===== src/rtl/hexscan_pkg.sv =====
package hexscan_pkg;

    localparam int NIB_W = 4;
    localparam int SEG_W = 8;

    // active-high pattern, segment a on bit 0 .. segment g on bit 6
    function automatic logic [6:0] hex_glyph(input logic [NIB_W-1:0] v);
        logic [6:0] g;
        case (v)
            4'h0: g = 7'h3F;
            4'h1: g = 7'h06;
            4'h2: g = 7'h5B;
            4'h3: g = 7'h4F;
            4'h4: g = 7'h66;
            4'h5: g = 7'h6D;
            4'h6: g = 7'h7D;
            4'h7: g = 7'h07;
            4'h8: g = 7'h7F;
            4'h9: g = 7'h6F;
            4'hA: g = 7'h77;
            4'hB: g = 7'h7C;
            4'hC: g = 7'h39;
            4'hD: g = 7'h5E;
            4'hE: g = 7'h79;
            default: g = 7'h71;
        endcase
        return g;
    endfunction

endpackage


===== src/rtl/hexscan_regs.sv =====
module hexscan_regs
    import hexscan_pkg::*;
#(
    parameter int NDIG = 4
) (
    input  logic                   clk,
    input  logic                   rst_n,
    input  logic                   nib_mode,
    input  logic                   wr_en,
    input  logic [NDIG*NIB_W-1:0]  word_in,
    input  logic [NDIG*NIB_W-1:0]  nib_in,
    input  logic [NDIG-1:0]        nib_mask,
    input  logic [NDIG-1:0]        dp_val,
    input  logic [NDIG-1:0]        dp_mask,
    output logic [NDIG*NIB_W-1:0]  val_q,
    output logic [NDIG-1:0]        dp_q
);

    localparam int VAL_W = NDIG * NIB_W;

    typedef struct packed {
        logic [VAL_W-1:0] val;
        logic [NDIG-1:0]  dp;
    } store_t;

    store_t st_d, st_q;

    always_comb begin
        st_d = st_q;
        for (int k = 0; k < NDIG; k++) begin
            if (!nib_mode && wr_en) begin
                st_d.val[k*NIB_W +: NIB_W] = word_in[k*NIB_W +: NIB_W];
            end else if (nib_mode && nib_mask[k]) begin
                st_d.val[k*NIB_W +: NIB_W] = nib_in[k*NIB_W +: NIB_W];
            end
            if (dp_mask[k]) begin
                st_d.dp[k] = dp_val[k];
            end
        end
    end

    always_ff @(posedge clk or negedge rst_n) begin
        if (!rst_n) begin
            st_q <= '0;
        end else begin
            st_q <= st_d;
        end
    end

    assign val_q = st_q.val;
    assign dp_q  = st_q.dp;

endmodule


===== src/rtl/hexscan_scan.sv =====
module hexscan_scan #(
    parameter int NDIG     = 4,
    parameter int TICK_DIV = 50000,
    localparam int POS_W   = (NDIG > 1) ? $clog2(NDIG) : 1
) (
    input  logic             clk,
    input  logic             rst_n,
    output logic [POS_W-1:0] pos_q
);

    localparam int CNT_W = (TICK_DIV > 1) ? $clog2(TICK_DIV) : 1;
    localparam logic [CNT_W-1:0] CNT_LAST = CNT_W'(TICK_DIV - 1);
    localparam logic [POS_W-1:0] POS_LAST = POS_W'(NDIG - 1);

    typedef struct packed {
        logic [CNT_W-1:0] cnt;
        logic [POS_W-1:0] pos;
    } scan_t;

    scan_t sc_d, sc_q;

    always_comb begin
        sc_d = sc_q;
        if (sc_q.cnt == CNT_LAST) begin
            sc_d.cnt = '0;
            sc_d.pos = (sc_q.pos == POS_LAST) ? '0 : sc_q.pos + 1'b1;
        end else begin
            sc_d.cnt = sc_q.cnt + 1'b1;
        end
    end

    // divider and position both start from a defined value
    always_ff @(posedge clk or negedge rst_n) begin
        if (!rst_n) begin
            sc_q <= '0;
        end else begin
            sc_q <= sc_d;
        end
    end

    assign pos_q = sc_q.pos;

endmodule


===== src/rtl/hexscan_drive.sv =====
module hexscan_drive
    import hexscan_pkg::*;
#(
    parameter int NDIG   = 4,
    localparam int POS_W = (NDIG > 1) ? $clog2(NDIG) : 1
) (
    input  logic [POS_W-1:0]       pos,
    input  logic [NDIG*NIB_W-1:0]  val,
    input  logic [NDIG-1:0]        dp,
    output logic [NDIG-1:0]        dig_sel_n,
    output logic [SEG_W-1:0]       seg_n
);

    logic [NIB_W-1:0] cur_val;
    logic             cur_dp;

    for (genvar k = 0; k < NDIG; k++) begin : g_sel
        assign dig_sel_n[k] = (pos != POS_W'(k));
    end

    always_comb begin
        cur_val = '0;
        cur_dp  = 1'b0;
        for (int k = 0; k < NDIG; k++) begin
            if (pos == POS_W'(k)) begin
                cur_val = val[k*NIB_W +: NIB_W];
                cur_dp  = dp[k];
            end
        end
        seg_n = ~{cur_dp, hex_glyph(cur_val)};
    end

endmodule


===== src/rtl/hexscan_ctrl.sv =====
module hexscan_ctrl
    import hexscan_pkg::*;
#(
    parameter int NDIG     = 4,
    parameter int TICK_DIV = 50000
) (
    input  logic                   clk,
    input  logic                   rst_n,
    input  logic                   nib_mode,
    input  logic                   wr_en,
    input  logic [NDIG*NIB_W-1:0]  word_in,
    input  logic [NDIG*NIB_W-1:0]  nib_in,
    input  logic [NDIG-1:0]        nib_mask,
    input  logic [NDIG-1:0]        dp_val,
    input  logic [NDIG-1:0]        dp_mask,
    output logic [NDIG-1:0]        dig_sel_n,
    output logic [SEG_W-1:0]       seg_n
);

    localparam int POS_W = (NDIG > 1) ? $clog2(NDIG) : 1;

    logic [NDIG*NIB_W-1:0] val_q;
    logic [NDIG-1:0]       dp_q;
    logic [POS_W-1:0]      pos_q;

    hexscan_regs #(.NDIG(NDIG)) u_regs (
        .clk      (clk),
        .rst_n    (rst_n),
        .nib_mode (nib_mode),
        .wr_en    (wr_en),
        .word_in  (word_in),
        .nib_in   (nib_in),
        .nib_mask (nib_mask),
        .dp_val   (dp_val),
        .dp_mask  (dp_mask),
        .val_q    (val_q),
        .dp_q     (dp_q)
    );

    hexscan_scan #(.NDIG(NDIG), .TICK_DIV(TICK_DIV)) u_scan (
        .clk   (clk),
        .rst_n (rst_n),
        .pos_q (pos_q)
    );

    hexscan_drive #(.NDIG(NDIG)) u_drive (
        .pos       (pos_q),
        .val       (val_q),
        .dp        (dp_q),
        .dig_sel_n (dig_sel_n),
        .seg_n     (seg_n)
    );

endmodule


===== config.mk =====
export PLATFORM = sky130hd
export DESIGN_NAME = hexscan_ctrl
export DESIGN_NICKNAME = d
export VERILOG_FILES = /design/src/rtl/hexscan_pkg.sv /design/src/rtl/hexscan_regs.sv /design/src/rtl/hexscan_scan.sv /design/src/rtl/hexscan_drive.sv /design/src/rtl/hexscan_ctrl.sv
export SDC_FILE = /design/constraint.sdc
export NUM_CORES = 1
export LEC_CHECK = 0
export ABC_AREA = 1
export CAP_MARGIN = 25
export CORE_MARGIN = 2
export CORE_UTILIZATION = 48
export CTS_BUF_LIST = sky130_fd_sc_hd__clkbuf_4
export CTS_CLUSTER_SIZE = 14
export DETAILED_ROUTE_END_ITERATION = 7
export PLACE_DENSITY = 0.8
export SLEW_MARGIN = 20
export SYNTH_ARGS = -nofsm -noshare
export SYNTH_HDL_FRONTEND = slang
export SYNTH_HIERARCHICAL = 1
export SYNTH_SLANG_ARGS = --single-unit

===== constraint.sdc =====
create_clock -name clk -period 2.1 [get_ports clk]
set_clock_uncertainty 0.05 [all_clocks]
set_input_delay 0.315 -clock clk [delete_from_list [all_inputs] [get_ports clk]]
set_output_delay 0.315 -clock clk [all_outputs]
set_load 0.03 [all_outputs]

* Word-level counts from Yosys, hierarchy flattened
Memories as Yosys holds them, arrays and structs flattened. Index checks and enable logic that the tools add are counted.
Word-level totals: register bits 38, bits in latches 0, memory bits (writable) 0, memory bits (read-only) 112, input bits 48, logic and storage cells 51, memories 1
Memory list:
- (name not given) | words 16, bits a word 7, read ports 1, clocked after Yosys merged registers in 0, wr ports 0, RTL line hexscan_pkg.sv:9 | case (v)
Cells by class: add/subtract/negate cells 2, $mul 0, divide/modulo/power cells 0, $lt $le $gt $ge 0, eq/ne operators 7, shifts and indexed selects 0, multiplexer cells 18, bitwise logic cells 1, reductions and logical operators 12
Operators with widths (count):
- $mux W4 | 12
- $add A16 B1 Y16 const B | 1
- $eq A16 B16 Y1 const B | 1
- $mux W16 | 1
- $reduce_bool A2 Y1 | 5
- $not A8 Y8 | 1
- $logic_and A1 B1 Y1 | 5
- $eq A2 B2 Y1 const B | 2
- $mux W1 | 4
- $ne A2 B2 Y1 const B | 2
- $add A2 B1 Y2 const B | 1
- $eq A2 B1 Y1 const B | 1
- $logic_not A2 Y1 | 1
- $mux W2 | 1
- $ne A2 B1 Y1 const B | 1
- $logic_not A1 Y1 | 1

* Depth between registers and ports, before layout
An unclocked memory read counts as a cell.
word-level depth 7, depth in mapped cells 13, gate-level depth less buffers 11

* Cells and area by module
Netlist, hierarchy kept.
Modules (own cells, without submodules):
- hexscan_regs | instances 1, cells each 153, area an instance 1053.5 µm², seq. area each 500.5 µm²
- hexscan_scan | instances 1, cells each 129, area an instance 1038.5 µm², seq. area each 450.4 µm²
- hexscan_drive | instances 1, cells each 101, area an instance 611.8 µm², seq. area each 0.0 µm²

* Least setup slack after synthesis
No wires, ideal clock.
kind flip-flop to output port, start register u_scan.sc_q (netlist bit u_scan/pos_q[1]), end output port seg_n[6], data arrival time 1.988 ns, path slack -0.253 ns, cell stages (with the launch flop) 13, path buffers 2, path through dfrtp_1 buf_4 buf_6 nor2_2 nand2_1 nand3_1 o21ai_1 inv_1 ha_1 nand3_2 nand2_1 nor2_1 nor2_1
Between the ends: cells in the longest elaborated chain, start to end 7, elaborated cells between the ends (all ways) 10
RTL lines:
- start, declared | RTL line hexscan_scan.sv:20 | scan_t sc_d, sc_q;
- start signal, assigned | RTL line hexscan_scan.sv:35 | sc_q <= '0;
- start signal, assigned | RTL line hexscan_scan.sv:37 | sc_q <= sc_d;
- $logic_not A2 Y1 | RTL line hexscan_drive.sv:25 | if (pos == POS_W'(k)) begin
- $mux W4 (3 in a row) | RTL line hexscan_drive.sv:25
- $mux W4 * | RTL line hexscan_drive.sv:25
- $mem_v2 Z16 W7 *
- $not A8 Y8 * | RTL line hexscan_drive.sv:30 | seg_n = ~{cur_dp, hex_glyph(cur_val)};
- end, declared | RTL line hexscan_ctrl.sv:17 | output logic [SEG_W-1:0] seg_n
Mark *: on every way between the ends. The rest lies on a longest branch, timed or not.

* Worst setup path in the final report
start register u_scan.sc_q (netlist bit u_scan/pos_q[0]), end output port seg_n[1]
Same word-level chain as after synthesis.

==> flow_metrics.tcl <==
set metrics [dict create \
    outcome "complete, but fails checks" \
    failed_checks "hold timing, setup timing" \
    synth_nets 440 \
    hold_violations 38 \
    yosysSeqAreaShare_pct 35.2 \
    area_delta_synth_final_pct 37.3 \
    required_ps 1740 \
    clk_pin_slew_worst_paths_ps 120 \
    die_y_um 79.1 \
    switching_share_pct 35.4 \
    routabilityCongestion 0.882 \
    power_density_nw_per_um2 499 \
    cp_slowest_stage_delay_ps 510 \
    ys_dominant_reg_cell "dfrtp_1" \
    grt_use_total_pct 22.0 \
    internal_power_mw 1.20 \
    cts_sinks 38 \
    post-route-util_pct 67.9 \
    regToRegStartpoint "u_scan/sc_q[2]" \
    grt_pass1_vias 2487 \
    hp-class "in -> async" \
    wire_per_inst_um 12.2 \
    post-route-period-util_pct 115 \
    final_cells 529 \
    setup_slack_ps -308 \
    avgSynthCellArea_um2 7.06 \
    crit_path_start_kind "register" \
    die_w_um 79.1 \
    dp_cells 518 \
    rsz0062_at_grt "yes" \
    drtIter0Drc 121 \
    cts_buffers 5 \
    drv_cap 0 \
    mostFrequentLayoutCell "nand2_1" \
    n_antenna_cell 0 \
    grt_max_degree 39 \
    crit_family "simple AND/OR/NAND/NOR gates" \
    nNetsFinal 513 \
    worstSetupPathType "reg -> out" \
    drc_errors 0 \
    ios 60 \
    cts-root-buf "clkbuf_4" \
    row_count 27 \
    syn_inst 383 \
    ys_ff_latch 38 \
    grt_pass1_wl_um 11000 \
    mostFrequentLayoutCells "nand2_1 (113), inv_1 (61), clkdlybuf4s50_1 (46)" \
    finalCriticalPeriod_ps 2410 \
    slew_headroom_pct 46.2 \
    cts_tree "done" \
    peakVddDrop_v 0.000285 \
    initial_core_util_pct 49.4 \
    placeableCoreArea_um2 5470 \
    synth-async-reset-ratio_pct 100 \
    top_layer "met4" \
    drive_above_1_share_pct 25.2 \
    crit_path_end_kind "output pin" \
    multiInputGateArea_um2 1640 \
    ctsLongestPathBuffers 2 \
    holdBufCountCts 0 \
    total_power_mw 1.85 \
    tightest_slew_ps 807 \
    antenna_found_initial 0 \
    clkLatencyLatePin_ps 350 \
    p_clk_share_pct 21.1 \
    slew_viol_final 0 \
    first_pass_iters 4 \
    syn_area_um2 2700 \
    io_buffers 59 \
    wirelength_um 6480 \
    arrival_ps 2040 \
    wl_met2_um 3110 \
    viasPerCell 4.81 \
    final-setup-viol-count 7 \
    fmax_mhz 415 \
    die_area_um2 6250 \
    synth_edf_count 0 \
    p_leak_nw 1.95 \
    critPathBufInv 2 \
    met3_length_um 345 \
    startpoint "u_scan/pos_q[0]" \
    via_count 2543 \
    wl_met1_um 2810 \
    pwr-share-comb_pct 34.4 \
    worst_path_max_delay_cell "dfrtp_2" \
    synth_warnings 6 \
    crit_path_cell_trace "buf_4, o21ai_1, nand3_2, nand2_4, nand2_2, nand2_1, nand2_1, nand2_2, buf_6" \
    path_max_fanout 10 \
    power.switching_mw 0.655 \
    hold_ws_ps -12.5 \
    seqPwrFrac_pct 44.5 \
    fill_cells 438 \
    grt_overflow 0 \
    yosysUniqueCellTypes 37 \
    htreeDepth 2 \
    place.detailed.hpwl_um 4650 \
    seqCellArea_um2 953 \
    ant_nets 0 \
]
[per-layer routing]
metal | up-vias | track usage, %
li1 | 1313 | -
met1 | 1117 | 28.1
met2 | 94 | 36.2
met3 | 19 | 4.20
met4 | 0 | 9.48
met5 | - | 0
[cells in the mapped netlist, types with 2 or more instances]
master   number  area [um2]
nand2_1     131         492
inv_1        67         251
dfrtp_1      38         951
nor2_1       28         105
nand3_1      18        90.1
o21ai_0      15        75.1
nand2_2      10        62.6
ha_1          9         113
o21ai_1       9        45.0
xor2_1        7        61.3
nor2_2        6        37.5
nand3_2       5        50.1
inv_2         4        15.0
mux2_2        4        45.0
nand4_1       3        18.8
a21oi_1       2        10.0
buf_4         2        15.0
buf_6         2        22.5
nand2_4       2        22.5
nand3_4       2        35.0
nor2_4        2        22.5
o21ai_2       2        17.5
[timing repair]
item | CTS | global route
resized for setup | 48 | 17
endpoints found under the setup margin | 11 | 8
hold endpoints to repair | 0 | 0
pin swaps | 14 | 13
setup buffers | 2 | 1
[state kept, by name, indices dropped and copies added (netlist names)]
signal / count
u_regs/val_q: 16
u_scan/sc_q: 16
u_regs/dp_q: 4
u_scan/pos_q: 2
[layout make-up]
type / count / area share, %
repair buffers: 71 / 18.4
inverters: 73 / 7.72
flip-flops and latches: 38 / 25.7
well taps: 72 / 2.43
clock buffers: 5 / 1.01
clock inverters: 3 / 0.539
multi-input cells: 267 / 44.3
[power by group through the flow]
stage | combinational (mW) | clock, mW | sequential, mW
floorplan | 0.308 | 0 | 0.818
global placement | 0.496 | 0 | 0.833
detailed placement | 0.507 | 0 | 0.834
CTS | 0.589 | 0.398 | 0.822
global route | 0.697 | 0.446 | 0.828
finish | 0.636 | 0.391 | 0.824
[cells by family after synthesis]
group / after synthesis / synth area share [%]
xor+xnor: 8 / 2.59
buf+inv: 78 / 11.8
simple gates: 215 / 38.0
mux: 4 / 1.67
flops: 38 / 35.2
compound gates: 31 / 6.62
fa+ha+maj: 9 / 4.16
[metrics by stage]
stage                     TNS (ps)  instance area (um2)  setup WS (ps)
final                        -1990                 3710           -308
after CTS                    -1440                 3650           -237
after floorplan                  0                 2730          0.272
after detailed placement     -31.5                 3410          -17.2
after global routing         -2900                 3710           -439
after global placement           0                 3410           81.1
[final timing paths]
path / to / slack (ps) / cells past startpoint
hold / removal: u_scan/sc_q[7] / -10 / 1
hold reg to reg: u_regs/val_q[11] / 450 / 2
setup reg to reg: u_scan/sc_q[11] / 670 / 6
max in group asynchronous: u_scan/pos_q[0] / 1460 / 1
setup / recovery: seg_n[1] / -310 / 9
min in group clk: u_regs/val_q[11] / 450 / 2
(Power assumes the default switching activity.)
